**src/rtl/bpm_pkg.sv**
```systemverilog
package bpm_pkg;

    typedef enum logic [1:0] {
        MODE_RUN    = 2'd0,
        MODE_SAMPLE = 2'd1,
        MODE_SSLEEP = 2'd2,
        MODE_SHELF  = 2'd3
    } pm_mode_e;

    // Decoded conditions handed from the comparators to the state machine.
    typedef struct packed {
        logic sample_ok;
        logic sslp_cond;
        logic wake_cond;
        logic shelf_arm;
    } pm_cond_t;

    function automatic logic mode_converts(pm_mode_e m);
        return m != MODE_SHELF;
    endfunction

    function automatic logic mode_awake(pm_mode_e m);
        return (m == MODE_RUN) || (m == MODE_SAMPLE);
    endfunction

endpackage

```
**src/rtl/bpm_interval_timer.sv**
```systemverilog
module bpm_interval_timer #(
    parameter int EXP_W = 4,
    parameter int CNT_W = 14
) (
    input  logic             clk,
    input  logic             rst,
    input  logic             en,
    input  logic             restart,
    input  logic             tick,
    input  logic [EXP_W-1:0] exp_sel,
    output logic             fire
);
    logic [CNT_W-1:0] cnt_q;
    logic [CNT_W:0]   span;
    logic [CNT_W:0]   cnt_inc;

    always_comb begin
        span    = (CNT_W+1)'(1) << exp_sel;
        cnt_inc = {1'b0, cnt_q} + (CNT_W+1)'(1);
        fire    = en && tick && (cnt_inc >= span);
    end

    always_ff @(posedge clk) begin
        if (rst || restart) begin
            cnt_q <= '0;
        end else if (en && tick) begin
            cnt_q <= fire ? '0 : cnt_inc[CNT_W-1:0];
        end
    end
endmodule

```
**src/rtl/bpm_bus_idle.sv**
```systemverilog
module bpm_bus_idle #(
    parameter int T_SHELF = 4,
    parameter int T_WAKE  = 3
) (
    input  logic clk,
    input  logic rst,
    input  logic tick,
    input  logic sda,
    input  logic scl,
    output logic shelf_ok,
    output logic wake_ok
);
    localparam int LW = $clog2(T_SHELF + 1);
    localparam int HW = $clog2(T_WAKE + 1);

    logic          seen_high_q;
    logic [LW-1:0] low_q;
    logic [HW-1:0] high_q;
    logic          both_low;
    logic          both_high;

    assign both_low  = !sda && !scl;
    assign both_high = sda && scl;

    always_ff @(posedge clk) begin
        if (rst) begin
            seen_high_q <= 1'b0;
            low_q       <= '0;
            high_q      <= '0;
        end else begin
            if (both_high) seen_high_q <= 1'b1;

            // the low count only starts after a high-to-low fall of both lines
            if (!both_low || !seen_high_q)
                low_q <= '0;
            else if (tick && (low_q != LW'(T_SHELF)))
                low_q <= low_q + LW'(1);

            if (!both_high)
                high_q <= '0;
            else if (tick && (high_q != HW'(T_WAKE)))
                high_q <= high_q + HW'(1);
        end
    end

    assign shelf_ok = (low_q == LW'(T_SHELF));
    assign wake_ok  = (high_q == HW'(T_WAKE));
endmodule

```
**src/rtl/bpm_mode_fsm.sv**
```systemverilog
module bpm_mode_fsm
    import bpm_pkg::*;
(
    input  logic     clk,
    input  logic     rst,
    input  logic     tick,
    input  logic     fire,
    input  logic     conv_done,
    input  pm_cond_t cond,
    input  logic     shelf_ok,
    input  logic     wake_ok,
    output pm_mode_e mode_q,
    output logic     restart,
    output logic     conv_start,
    output logic     busy,
    output logic     analog_en,
    output logic     accum_en,
    output logic     bus_ignore,
    output logic     vol_reset
);
    pm_mode_e mode_d;
    logic     busy_q, busy_d;
    logic     start_q, start_now;
    logic     hold_q, hold_d;
    logic     vreset_q;
    logic     quiet;
    logic     shelf_go;

    always_comb begin
        start_now = fire && !busy_q && mode_converts(mode_q);
        quiet     = !busy_q && !start_now;
        shelf_go  = cond.shelf_arm && shelf_ok && quiet;

        busy_d = busy_q;
        if (start_now)      busy_d = 1'b1;
        else if (conv_done) busy_d = 1'b0;

        mode_d = mode_q;
        hold_d = cond.sslp_cond ? hold_q : 1'b0;
        case (mode_q)
            MODE_SHELF: begin
                if (wake_ok) mode_d = MODE_RUN;
            end
            MODE_SSLEEP: begin
                if (shelf_go) begin
                    mode_d = MODE_SHELF;
                end else if (cond.wake_cond && quiet) begin
                    mode_d = MODE_RUN;
                    // woken while a trigger still holds: block re-entry
                    if (cond.sslp_cond) hold_d = 1'b1;
                end
            end
            MODE_RUN, MODE_SAMPLE: begin
                if (shelf_go)
                    mode_d = MODE_SHELF;
                else if (cond.sslp_cond && !hold_q && quiet)
                    mode_d = MODE_SSLEEP;
                else if (cond.sample_ok)
                    mode_d = MODE_SAMPLE;
                else
                    mode_d = MODE_RUN;
            end
            default: mode_d = MODE_RUN;
        endcase
    end

    always_ff @(posedge clk) begin
        if (rst) begin
            mode_q   <= MODE_RUN;
            busy_q   <= 1'b0;
            start_q  <= 1'b0;
            hold_q   <= 1'b0;
            vreset_q <= 1'b0;
        end else begin
            mode_q   <= mode_d;
            busy_q   <= busy_d;
            start_q  <= start_now;
            hold_q   <= hold_d;
            vreset_q <= (mode_q == MODE_SHELF) && (mode_d == MODE_RUN);
        end
    end

    assign restart    = (mode_d != mode_q);
    assign conv_start = start_q;
    assign busy       = busy_q;
    assign analog_en  = mode_awake(mode_q) || ((mode_q == MODE_SSLEEP) && busy_q);
    assign accum_en   = tick && mode_converts(mode_q);
    assign bus_ignore = (mode_q == MODE_SHELF);
    assign vol_reset  = vreset_q;
endmodule

```
**src/rtl/batt_pwr_mode_ctrl.sv**
```systemverilog
module batt_pwr_mode_ctrl
    import bpm_pkg::*;
#(
    parameter int MEAS_W  = 16,
    parameter int DIV_W   = 3,
    parameter int T_SHELF = 4,
    parameter int T_WAKE  = 3
) (
    input  logic              clk,
    input  logic              rst,
    input  logic              tick,
    input  logic              samp_en,
    input  logic              sslp_req,
    input  logic              shelf_req,
    input  logic              vp_ent,
    input  logic              gp_ent,
    input  logic              i_ent,
    input  logic              i_ex,
    input  logic              vp_ex,
    input  logic              sh_ent,
    input  logic [DIV_W-1:0]  samp_div,
    input  logic [DIV_W-1:0]  sslp_div,
    input  logic [MEAS_W-1:0] vp_meas,
    input  logic [MEAS_W-1:0] gp_meas,
    input  logic [MEAS_W-1:0] i_meas,
    input  logic [MEAS_W-1:0] vp_trip,
    input  logic [MEAS_W-1:0] gp_trip,
    input  logic [MEAS_W-1:0] i_trip,
    input  logic [MEAS_W-1:0] i_chg_trip,
    input  logic [MEAS_W-1:0] vp_wake_trip,
    input  logic [MEAS_W-1:0] ss_trip,
    input  logic [MEAS_W-1:0] por_trip,
    input  logic              sda,
    input  logic              scl,
    input  logic              conv_done,
    output logic [1:0]        mode,
    output logic              conv_start,
    output logic              analog_en,
    output logic              accum_en,
    output logic              bus_ignore,
    output logic              vol_reset
);
    localparam int EXP_W = DIV_W + 1;
    localparam int CNT_W = 2 * ((1 << DIV_W) - 1);

    pm_cond_t          cond;
    pm_mode_e          mode_w;
    logic [MEAS_W-1:0] i_mag;
    logic [EXP_W-1:0]  exp_sel;
    logic              fire, restart, shelf_ok, wake_ok, conv_busy;
    logic              trig_any;

    // two's-complement magnitude; the most negative code maps to 2^(MEAS_W-1)
    assign i_mag = i_meas[MEAS_W-1] ? (~i_meas + MEAS_W'(1)) : i_meas;

    always_comb begin
        trig_any = sslp_req
                 || (vp_ent && (vp_meas < vp_trip))
                 || (gp_ent && (gp_meas < gp_trip))
                 || (i_ent  && (i_mag < i_trip));
        cond.sslp_cond = trig_any;
        cond.wake_cond = !trig_any
                 || (i_ex  && ($signed(i_meas) > $signed(i_chg_trip)))
                 || (vp_ex && (vp_meas > vp_wake_trip));
        cond.shelf_arm = shelf_req || (sh_ent && (vp_meas < ss_trip));
        cond.sample_ok = samp_en && (vp_meas >= por_trip);
    end

    always_comb begin
        case (mode_w)
            MODE_SAMPLE: exp_sel = EXP_W'(samp_div);
            MODE_SSLEEP: exp_sel = EXP_W'(samp_div) + EXP_W'(sslp_div);
            default:     exp_sel = '0;
        endcase
    end

    bpm_interval_timer #(.EXP_W(EXP_W), .CNT_W(CNT_W)) u_timer (
        .clk(clk), .rst(rst), .en(mode_converts(mode_w)), .restart(restart),
        .tick(tick), .exp_sel(exp_sel), .fire(fire)
    );

    bpm_bus_idle #(.T_SHELF(T_SHELF), .T_WAKE(T_WAKE)) u_idle (
        .clk(clk), .rst(rst), .tick(tick), .sda(sda), .scl(scl),
        .shelf_ok(shelf_ok), .wake_ok(wake_ok)
    );

    bpm_mode_fsm u_fsm (
        .clk(clk), .rst(rst), .tick(tick), .fire(fire), .conv_done(conv_done),
        .cond(cond), .shelf_ok(shelf_ok), .wake_ok(wake_ok),
        .mode_q(mode_w), .restart(restart), .conv_start(conv_start),
        .busy(conv_busy), .analog_en(analog_en), .accum_en(accum_en),
        .bus_ignore(bus_ignore), .vol_reset(vol_reset)
    );

    assign mode = mode_w;
endmodule

```
**config.mk**
```make
export PLATFORM = sky130hd
export DESIGN_NAME = batt_pwr_mode_ctrl
export DESIGN_NICKNAME = d
export VERILOG_FILES = /design/src/rtl/bpm_pkg.sv /design/src/rtl/bpm_interval_timer.sv /design/src/rtl/bpm_bus_idle.sv /design/src/rtl/bpm_mode_fsm.sv /design/src/rtl/batt_pwr_mode_ctrl.sv
export SDC_FILE = /design/constraint.sdc
export NUM_CORES = 1
export LEC_CHECK = 0
export BUFFER_PORTS_ARGS = -buffer_cell sky130_fd_sc_hd__buf_2
export CORE_AREA = 2 2 118 97
export DETAILED_ROUTE_END_ITERATION = 7
export DIE_AREA = 0 0 120 99
export GPL_ROUTABILITY_DRIVEN = 0
export PLACE_DENSITY = 0.79
export SETUP_SLACK_MARGIN = 0.4
export SLEW_MARGIN = 40
export SYNTH_ARGS = -nofsm -noshare
export SYNTH_HDL_FRONTEND = slang
export SYNTH_SLANG_ARGS = --single-unit
```
**constraint.sdc**
```tcl
create_clock -name clk -period 4.2 [get_ports clk]
set_input_delay 0.42 -clock clk [delete_from_list [all_inputs] [get_ports clk]]
set_output_delay 0.42 -clock clk [all_outputs]
set_load 0.05 [all_outputs]
```
==> results of run 1 <==
path summary, 6_finish.rpt:
path                                                 startpoint                               to  slack, ns  cells after the start
worst max register to register       u_fsm.mode_q[0]$_SDFF_PP0_    u_timer.cnt_q[2]$_SDFFE_PP0P_       0.51                     17
worst max-delay path                                sslp_div[0]    u_timer.cnt_q[2]$_SDFFE_PP0P_       0.43                     18
worst min-delay path                                  conv_done          u_fsm.busy$_SDFFE_PP0P_       0.38                      2
worst min register to register  u_idle.seen_high_q$_SDFFE_PP0P_  u_idle.seen_high_q$_SDFFE_PP0P_       0.47                      2
power by group:
group / leakage, nW / switching (mW) / internal [mW] / total (mW)
logic: 3.45 / 0.358 / 0.299 / 0.657
registers: 0.211 / 0.00661 / 0.253 / 0.259
clock network: 0.0511 / 0.0800 / 0.189 / 0.269
layout make-up:
cell class,instances,share of cell area [%]
multi-input combinational,535,64.4
timing repair buffer,223,18.0
sequential,26,7.37
inverter,117,6.20
tap,144,2.54
clock buffer,3,1.06
clock inverter,1,0.424
cells in the final DEF, fill, tap and decap left out, drive strengths merged, types with 9 or more instances in the layout:
| cell type | synthesis | final |
|---|---|---|
| nand2b | 11 | 11 |
| nand3 | 20 | 20 |
| dfxtp | 26 | 26 |
| a31oi | 9 | 9 |
| nor3 | 12 | 12 |
| buf | 3 | 222 |
| xnor2 | 22 | 22 |
| a211oi | 10 | 10 |
| nor2 | 22 | 22 |
| nor4 | 13 | 13 |
| ha | 135 | 135 |
| inv | 117 | 117 |
| o21ai | 42 | 42 |
| nand2 | 55 | 55 |
| nand4 | 16 | 16 |
| a21oi | 48 | 48 |
| o211ai | 9 | 9 |
| and3 | 10 | 10 |
logic make-up (layout without fill, tap and decap cells):
family                   Yosys count  count (layout)
AND/OR/NAND/NOR                  206             206
multiplexers                       2               2
buffers and inverters            126             344
adder cells (fa/ha/maj)          136             136
XOR/XNOR                          28              28
flip-flops                        26              26
AO/OA/AOI/OAI                    163             163
worst register-to-register path: stages (launching register included):
cell and delay, ns:
dfxtp_2 0.39, inv_1 0.08, buf_4 0.16, ha_1 0.46, nand2b_4 0.10, or4_4 0.52, ha_4 0.27, and4_1 0.18
nand2_2 0.05, o21ai_2 0.18, buf_6 0.13, a21oi_4 0.05, buf_6 0.15, and2_4 0.14, a31oi_1 0.22, o21ai_2 0.13
buf_6 0.18, nor4b_2 0.23
synth_stat cells (all sizes together) (10+ instances only):
| cell type | count |
|---|---|
| a21oi | 48 |
| nand2b | 11 |
| nand2 | 55 |
| o21ai | 42 |
| nor3 | 12 |
| a211oi | 10 |
| nor2 | 22 |
| ha | 135 |
| xnor2 | 22 |
| nand4 | 16 |
| nor4 | 13 |
| inv | 117 |
| dfxtp | 26 |
| nand3 | 20 |
| and3 | 10 |
what timing repair did:
action                                  4_1_cts  5_1_grt
setup buffers                                 4        4
pin swaps                                     5       30
endpoints found under the setup margin       14       15
hold buffers                                  0        0
endpoints found under the hold margin         0        0
gates cloned                                  0        2
gates resized for setup                      20       50
state kept, by name, summed over array words and instances, names as in the netlist:
| name | cells |
|---|---|
| u_idle.seen_high_q | 1 |
| u_fsm.vol_reset | 1 |
| u_timer.cnt_q | 14 |
| u_fsm.busy | 1 |
| u_fsm.hold_q | 1 |
| u_fsm.mode_q | 2 |
| u_fsm.conv_start | 1 |
| u_idle.high_q | 2 |
| u_idle.low_q | 3 |
stage by stage:
stage	setup WS, ns	hold WS, ns	util [%]	std cells	area (µm²)
floorplan	0.456	0.429	-	687	5270
global placement	-0.275	0.448	61.1	1035	6520
global route	0.217	0.369	66.3	1049	7080
detailed placement	-0.242	0.459	61.2	1035	6530
finish	0.429	0.377	66.3	1049	7080
CTS	0.400	0.380	63.4	1043	6770
per-layer routing:
layer | global-route usage [%] | routed length [µm] | share of wire, % | vias up
met5 | 0 | 0 | 0 | -
met3 | 3.59 | 857 | 5.7 | 20
met2 | 42.0 | 7000 | 47 | 191
met1 | 30.7 | 6790 | 46 | 2526
li1 | - | - | - | 2894
met4 | 5.79 | 269 | 1.8 | 0
==> flow_summary.ini, run 1 <==
[run_status]
status = finished clean

[yosys]
synth_edf_count = 0
synth_top_family_by_area = adder cells
synth_top_cell_area_share_pct = 32.1
synth-xor-area-share_pct = 4.66
synth_top_area_cell = ha_1
ys_top_cells_by_area = ha_1, dfxtp_1, inv_1
synthCells = 687
ys_async_sr_fraction_pct = 0
synth_warnings = 0
synthAdderAreaFrac_pct = 32.5
synth-seq-cells = 26
yosys.cell_types.count = 74
synth_fp_nets = 1004
synth-compound-area-share_pct = 20.6
avgSynthCellArea_um2 = 7.66
yosys.area_share.simple_pct = 22.7
netlist_area_um2 = 5270
synth-seq-area-share_pct = 9.89
synth-main-ff-cell = dfxtp_1
synthMuxAreaShare_pct = 0.380

[sta]
setup_viol = 0
grt_setup_unrepaired = true
worst_pin_slew_ns = 0.592
slew_violations = 0
period_needed_ns = 3.77
fin_crit_sh_pct = 89.8
tns_ns = 0
clock_skew_ns = 0.00297
max_freq_ghz = 0.265
relSlewSlack_pct = 60.5
hold_viol_final = 0

[cts]
cts_tree = built
insertion_delay_ns = 0.26
h-tree-depth = 1
cts.sinks = 26
clk_pin_slew_ns = 0.06
clock_path_buffers = 2
cts_root_buffer = clkbuf_16
numCtsBuffers = 3

[die]
start_util_pct = 49.3
io_pins = 188
die_h_um = 99
die_x_um = 120
rows = 34
core_area_um2 = 10700
die-area_um2 = 11900

[layout]
nets = 1223
syn2layout_area_growth_pct = 34.5
antenna_cells = 0
multi_input_area_um2 = 4560
fill_cells = 908
regArea_um2 = 522
drive_gt1_share_pct = 33.4

[routing]
drt_wl_total_mm = 14.9
wl_per_cell_um = 14.2
avgViaCountPerCell = 5.37
drtIter0Drc = 288
dr.pass1.iters = 4
postRouteAntennaNets = 0
drc = 0
via_count = 5631

[global_routing]
grt_pass1_vias = 5508
grt_overflow = 0
grt_pass1_wl_mm = 23.9
antenna_found_initial = 0
grt_max_degree = 18
grt.total_usage_pct = 23.9

[critical_path]
slowest_delay_ns = 0.55
setup.worst_path.start_class = primary input
crit_path_top_delay_cell = fa_2
crit_path_max_fanout = 7
critical_path_class = primary input to register
arrival_ns = 3.94
critPathTopFamily = simple AND/OR/NAND/NOR gates
path_common_cell = buf_6
crit_chain = buf_2 > ha_4 > fa_2 > a22oi_2 > nand2b_4 > or4_4 > ha_4 > and4_1 > nand2_2 > o21ai_2 > buf_6 > a21oi_4 > buf_6 > and2_4 > a31oi_1 > o21ai_2 > buf_6 > nor4b_2
worst_setup_path_end_kind = register
required_ns = 4.37
crit_buf_inv = 4

[flow_run]
drv_cap = 0

[power]
cellLeakagePower_nw = 3.71
power_mw = 1.19
ir_worst_vdd_mv = 0.143
p_per_area_nw_per_um2 = 167

[placement]
port_buffers = 187
hpwl_mm = 12.4

[min_path]
hold_path.class = primary input to register
(Power assumes the default switching activity.)
==> run 2, diff against run 1 <==
--- a/config.mk
+++ b/config.mk
@@ -5,10 +5,11 @@
 export SDC_FILE = /design/constraint.sdc
 export NUM_CORES = 1
 export LEC_CHECK = 0
+export ABC_AREA = 1
 export BUFFER_PORTS_ARGS = -buffer_cell sky130_fd_sc_hd__buf_2
-export CORE_AREA = 2 2 118 97
+export CORE_AREA = 2 2 112 103
 export DETAILED_ROUTE_END_ITERATION = 7
-export DIE_AREA = 0 0 120 99
+export DIE_AREA = 0 0 114 105
 export GPL_ROUTABILITY_DRIVEN = 0
 export PLACE_DENSITY = 0.79
 export SETUP_SLACK_MARGIN = 0.4
==> run 2 against run 1 <==
  * Final cell count rose by 9.3%
  * Count of clock-buffer cells in the layout stayed put
  * Non-clock buffer count shrank 28
==> flow_summary.ini, run 2 <==
[yosys]
synthCells = 819
avgSynthCellArea_um2 = 6.47
synth_edf_count = 0
synth_fp_nets = 1136
netlist_area_um2 = 5300
yosys.cell_types.count = 35
synth-seq-cells = 26
synth-seq-area-share_pct = 9.83
synth_top_cell_area_share_pct = 31.9
netlist_top_cells_count = inv_1, nand2_1, ha_1
synth_top_area_cell = ha_1
synth_most_common_cell = inv_1
synth-main-ff-cell = dfxtp_1
synth_warnings = 0
ys_async_sr_fraction_pct = 0
ys_top_cells_by_area = ha_1, inv_1, nand2_1

[sta]
grt_setup_unrepaired = true
period_needed_ns = 3.72
worst_pin_slew_ns = 0.585
fin_crit_sh_pct = 88.7
tns_ns = 0
relSlewSlack_pct = 60.5
hold_viol_final = 0
max_freq_ghz = 0.268
worst_slack_ns = 0.476
fin_hold_ws_ns = 0.335
clock_skew_ns = 0.00940
slew_violations = 0
setup_viol = 0

[cts]
insertion_delay_ns = 0.26
numCtsBuffers = 3
cts_root_buffer = clkbuf_16
cts_tree = built
cts.sinks = 26
h-tree-depth = 1
clk_pin_slew_ns = 0.07
clock_path_buffers = 2

[routing]
postRouteAntennaNets = 0
top_layer = met4
drt_wl_total_mm = 13.6
wl_met3_um = 782
wl_met1_mm = 6.10
drc = 0
route.met2.wl_mm = 6.41
drtIter0Drc = 205
dr.pass1.iters = 4
via_count = 5643
wl_per_cell_um = 11.9
avgViaCountPerCell = 4.92

[die]
die_x_um = 114
start_util_pct = 49.4
die-area_um2 = 12000
io_pins = 188
core_area_um2 = 10700
die_h_um = 105
rows = 36

[critical_path]
critPathTopFamily = simple AND/OR/NAND/NOR gates
critical_path_class = primary input to register
setup.worst_path.start_class = primary input
required_ns = 4.34
crit_path_max_fanout = 7
arrival_ns = 3.87
slowest_delay_ns = 0.52
crit_buf_inv = 3
crit_path_top_delay_cell = fa_2
worst_setup_path_end_kind = register
path_common_cell = nand2_1

[power]
p_clk_share_pct = 26.3
ir_worst_vdd_mv = 0.236
p_switching_uw = 388
seqPwrFrac_pct = 24.3
power_mw = 1.05
pwr-share-comb_pct = 49.4
sw_frac_of_total_pct = 36.8
intPower_uw = 667
p_per_area_nw_per_um2 = 153
cellLeakagePower_nw = 4.10

[layout]
layout_commonest_cell = inv_1
fill_cells = 962
largest_reg_flops = 14
antenna_cells = 0
nets = 1332
syn2layout_area_growth_pct = 29.9
top_regs = u_timer.cnt_q: 14 flops, u_idle.low_q: 3 flops
multi_input_area_um2 = 4310
final_cell_mix = inv_1, buf_2, nand2_1, ha_1, a21oi_1
regArea_um2 = 529
drive_gt1_share_pct = 27.0
largest-register = u_timer.cnt_q

[global_routing]
grt_pass1_wl_mm = 21.8
grt.total_usage_pct = 21.6
grt_pass1_vias = 5296
grt_overflow = 0
grt_max_degree = 16
antenna_found_initial = 1

[placement]
hpwl_mm = 11.5
port_buffers = 187
detailedPlace.worstSlack_ns = 0.0781

[run_status]
status = finished clean

[min_path]
hold_path.class = primary input to register

[flow_run]
drv_cap = 0
-- run 2: changes by cell type after synthesis, moves of 11 or more --
cell	change
inv_1	+80
nand2_1	+124
nor3_1	+16
nand2b_1	-11
xnor2_1	-13
nor2_1	+23
a21oi_1	+14
-- run 2: per-layer routing --
metal	vias to the layer above	GRT usage [%]
li1	3036	-
met1	2430	27.0
met2	153	37.9
met3	24	4.29
met4	0	5.05
met5	-	0
-- run 2: worst paths after layout --
kind	start	to	slack [ns]	depth (start not counted)
worst min register to register	u_idle.seen_high_q$_SDFFE_PP0P_	u_idle.seen_high_q$_SDFFE_PP0P_	0.46	2
worst max-delay path	samp_div[0]	u_timer.cnt_q[4]$_SDFFE_PP0P_	0.48	26
worst min-delay path	conv_done	u_fsm.busy$_SDFFE_PP0P_	0.34	2
worst max register to register	u_timer.cnt_q[1]$_SDFFE_PP0P_	u_timer.cnt_q[4]$_SDFFE_PP0P_	0.54	25
-- run 2: final cells by class --
cell class / count / area share, %
Clock buffer: 3 / 1.09
Tap cell: 133 / 2.42
Sequential cell: 26 / 7.70
Clock inverter: 1 / 0.437
Inverter: 197 / 10.8
Timing Repair Buffer: 195 / 14.9
Multi-Input combinational cell: 592 / 62.7
-- run 2: repair_timing --
item	4_1_cts	5_1_grt
resized for setup	3	64
hold buffers	0	0
cloned	0	2
buffers inserted	0	2
pin swaps	2	29
endpoints found under the setup margin	14	16
-- run 2: metrics by stage --
stage | area [µm²] | utilization [%] | cells
4_1_cts | 6530 | 60.9 | 1143
6_report | 6880 | 64.1 | 1147
3_5_place_dp | 6410 | 59.8 | 1139
5_1_grt | 6880 | 64.1 | 1147
3_3_place_gp | 6410 | 59.8 | 1139
2_1_floorplan | 5300 | - | 819
-- run 2: cell families after synthesis --
logic type / synth area share, %
AND/OR/NAND/NOR: 26.6
buffers and inverters: 14.6
adder cells (fa/ha/maj): 32.3
AO/OA/AOI/OAI: 12.7
flip-flops: 9.83
XOR/XNOR: 3.97
-- run 2: worst register-to-register path: stages, from the launching register on --
cell	delay [ns]
dfxtp_2	0.37
ha_4	0.17
nand2_4	0.05
nor2_4	0.13
nand3_2	0.09
nor2_2	0.13
inv_2	0.07
nor2_4	0.12
nand3_2	0.09
nor3_4	0.24
xor2_2	0.25
ha_4	0.25
a21oi_2	0.13
o21ai_1	0.06
a21oi_1	0.15
nand3_2	0.13
a21oi_4	0.25
nand3_2	0.11
nand2_1	0.07
nand2_1	0.05
nand2_1	0.08
nand2_2	0.06
nand2_1	0.12
nand3_4	0.12
nand2_4	0.18
nor3_2	0.06
-- run 2: power groups by stage --
stage / clock network, mW / logic [mW] / registers [mW]
CTS: 0.280 / 0.489 / 0.256
detailed placement: 0 / 0.485 / 0.262
floorplan: 0 / 0.304 / 0.268
global route: 0.296 / 0.601 / 0.257
finish: 0.277 / 0.521 / 0.256
global placement: 0 / 0.476 / 0.262
==> run 3, diff against run 2 <==
--- a/config.mk
+++ b/config.mk
@@ -7,11 +7,11 @@
 export LEC_CHECK = 0
 export ABC_AREA = 1
 export BUFFER_PORTS_ARGS = -buffer_cell sky130_fd_sc_hd__buf_2
-export CORE_AREA = 2 2 112 103
+export CORE_AREA = 2 2 110 101
 export DETAILED_ROUTE_END_ITERATION = 7
-export DIE_AREA = 0 0 114 105
+export DIE_AREA = 0 0 112 103
 export GPL_ROUTABILITY_DRIVEN = 0
-export PLACE_DENSITY = 0.79
+export PLACE_DENSITY = 0.82
 export SETUP_SLACK_MARGIN = 0.4
 export SLEW_MARGIN = 40
 export SYNTH_ARGS = -nofsm -noshare
==> run 3 against run 2 <==
  * Sequential share of layout area hardly changed
  * Worst hold slack better by 0.047 ns
  * First-iteration DRC count rose by 5.4%
  * Sequential power is essentially flat
  * Register-to-register slack got worse by 0.02 ns
  * Final area increased by 0.25%
  * Via count rose by 2.1%
==> flow_summary.ini, run 3 (synthesized netlist as in run 2, its figures left out) <==
[run_status]
status = finished clean

[sta]
relSlewSlack_pct = 63.9
hold_viol_final = 0
clock_skew_ns = 0.00264
setup_viol = 0
tns_ns = 0
slew_violations = 0
fin_hold_ws_ns = 0.382
worst_slack_ns = 0.416
period_needed_ns = 3.78
worst_pin_slew_ns = 0.540
fin_crit_sh_pct = 90.1
max_freq_ghz = 0.264
grt_setup_unrepaired = false

[placement]
port_buffers = 187
place_area_um2 = 6390
hpwl_mm = 11.6
detailedPlace.worstSlack_ns = 0.0848

[cts]
cts_root_buffer = clkbuf_16
clock_path_buffers = 2
cts.sinks = 26
clk_pin_slew_ns = 0.06
insertion_delay_ns = 0.26
numCtsBuffers = 3
cts_tree = built
h-tree-depth = 1
ctsHoldBuffers = 0

[layout]
largest-register = u_timer.cnt_q
final_area_um2 = 6890
largest_reg_flops = 14
drive_gt1_share_pct = 27.4
final_cell_mix = inv_1, buf_2, nand2_1, ha_1, a21oi_1
fill_cells = 947
antenna_cells = 0
nets = 1341
top_regs = u_timer.cnt_q: 14 flops, u_idle.low_q: 3 flops
layout_commonest_cell = inv_1
syn2layout_area_growth_pct = 30.2

[critical_path]
slowest_delay_ns = 0.39
setup.worst_path.start_class = primary input
r2r_end = u_timer.cnt_q[0]$_SDFFE_PP0P_
r2r_cells = 25
crit_path_max_fanout = 7
crit_path_top_delay_cell = fa_1
path_common_cell = nand2_1
arrival_ns = 3.93
reg2reg_from = u_timer.cnt_q[0]$_SDFFE_PP0P_
crit_chain = buf_2 > ha_1 > fa_1 > xnor2_1 > o21ai_2 > buf_4 > nor3_1 > nand2_1 > ha_1 > nand4_1 > inv_1 > a21oi_1 > nand3_2 > a21oi_4 > nand3_2 > nand2_2 > nand2_1 > nand2_1 > nand2_2 > nand2_1 > nand3_4 > nand2_4 > nor3_1
critical_path_class = primary input to register
worst_setup_path_end_kind = register
required_ns = 4.34
worstSetupStartpoint = samp_div[0]
worst-r2r-setup-slack_ns = 0.52

[die]
start_util_pct = 50.2
die_h_um = 103
io_pins = 188
die_x_um = 112
rows = 36
die-area_um2 = 11500
core_area_um2 = 10500

[routing]
via_count = 5759
avgViaCountPerCell = 4.99
dr.pass1.iters = 6
drc = 0
wl_per_cell_um = 12.0
postRouteAntennaNets = 0
drt_wl_total_mm = 13.8
drtIter0Drc = 216

[global_routing]
met2_usage_pct = 43.1
antenna_found_initial = 0
grt_pass1_wl_mm = 22.3
grt_overflow = 0
busiest_layer = met2
grt_pass1_vias = 5385
grt_max_degree = 15
grt_util_met3_pct = 4.17
grt_use_met1_pct = 27.0
grt.total_usage_pct = 22.8

[min_path]
whs_endpoint = u_fsm.busy$_SDFFE_PP0P_
hold_depth = 2
holdCritStartpoint = conv_done
hold_path.class = primary input to register

[power]
p_per_area_nw_per_um2 = 144
ir_worst_vdd_mv = 0.178
cellLeakagePower_nw = 4.12

[flow_run]
drv_cap = 0
==> run 3: cell types whose count changed in the layout (fill, tap and decap cells not counted), sizes merged <==
cell	previous run	this run
buf	194	203
bufinv	1	0
==> run 3: layout make-up <==
class | count | area [µm²] | area share [%]
clock buffers | 3 | 75.1 | 1.09
inverters | 197 | 739 | 10.7
multi-input cells | 592 | 4290 | 62.2
flip-flops and latches | 26 | 531 | 7.70
well taps | 133 | 166 | 2.41
repair buffers | 204 | 1090 | 15.9
==> run 3: how the worst max path moves through the flow <==
| stage | slack [ns] | cells past startpoint | end |
|---|---|---|---|
| 6_report | 0.42 | 23 | u_timer.cnt_q[0]$_SDFFE_PP0P_ |
| 5_1_grt | 0.23 | 23 | u_timer.cnt_q[6]$_SDFFE_PP0P_ |
| 4_1_cts | 0.41 | 25 | u_timer.cnt_q[11]$_SDFFE_PP0P_ |
| 3_5_place_dp | 0.08 | 23 | u_timer.cnt_q[11]$_SDFFE_PP0P_ |
| 3_3_place_gp | 0.21 | 23 | u_timer.cnt_q[11]$_SDFFE_PP0P_ |
| 2_1_floorplan | 0.46 | 23 | u_timer.cnt_q[13]$_SDFFE_PP0P_ |
==> run 3: stage by stage <==
stage	utilization, %	total power, mW	std cells
2_1_floorplan	-	0.573	819
3_3_place_gp	60.7	0.734	1138
3_5_place_dp	60.7	0.746	1138
4_1_cts	61.9	0.961	1145
5_1_grt	65.4	1.09	1155
6_report	65.4	0.990	1155
==> run 3: worst max-delay path: cells and delay by family <==
kind,cells,cell delay (ns)
buffers and inverters,3,0.33
XOR/XNOR,1,0.21
AO/OA/AOI/OAI,3,0.54
AND/OR/NAND/NOR,13,1.49
adder cells (fa/ha/maj),3,0.91
==> run 3: layer usage <==
metal,part of all wire (%),vias up
met5,0,-
met4,2.0,0
met3,6.2,27
met2,48,197
met1,44,2487
li1,-,3048
==> run 3: timing repair <==
action | CTS | global route
buffers inserted | 4 | 8
gates cloned | 0 | 2
resized for setup | 7 | 56
pin swaps | 4 | 17
setup endpoints to repair | 14 | 16
==> run 3: where the power goes <==
group / internal (mW) / total (mW) / switching (mW)
sequential: 0.251 / 0.256 / 0.00572
clock: 0.126 / 0.206 / 0.0804
combinational: 0.230 / 0.527 / 0.297
total: 0.607 / 0.990 / 0.383
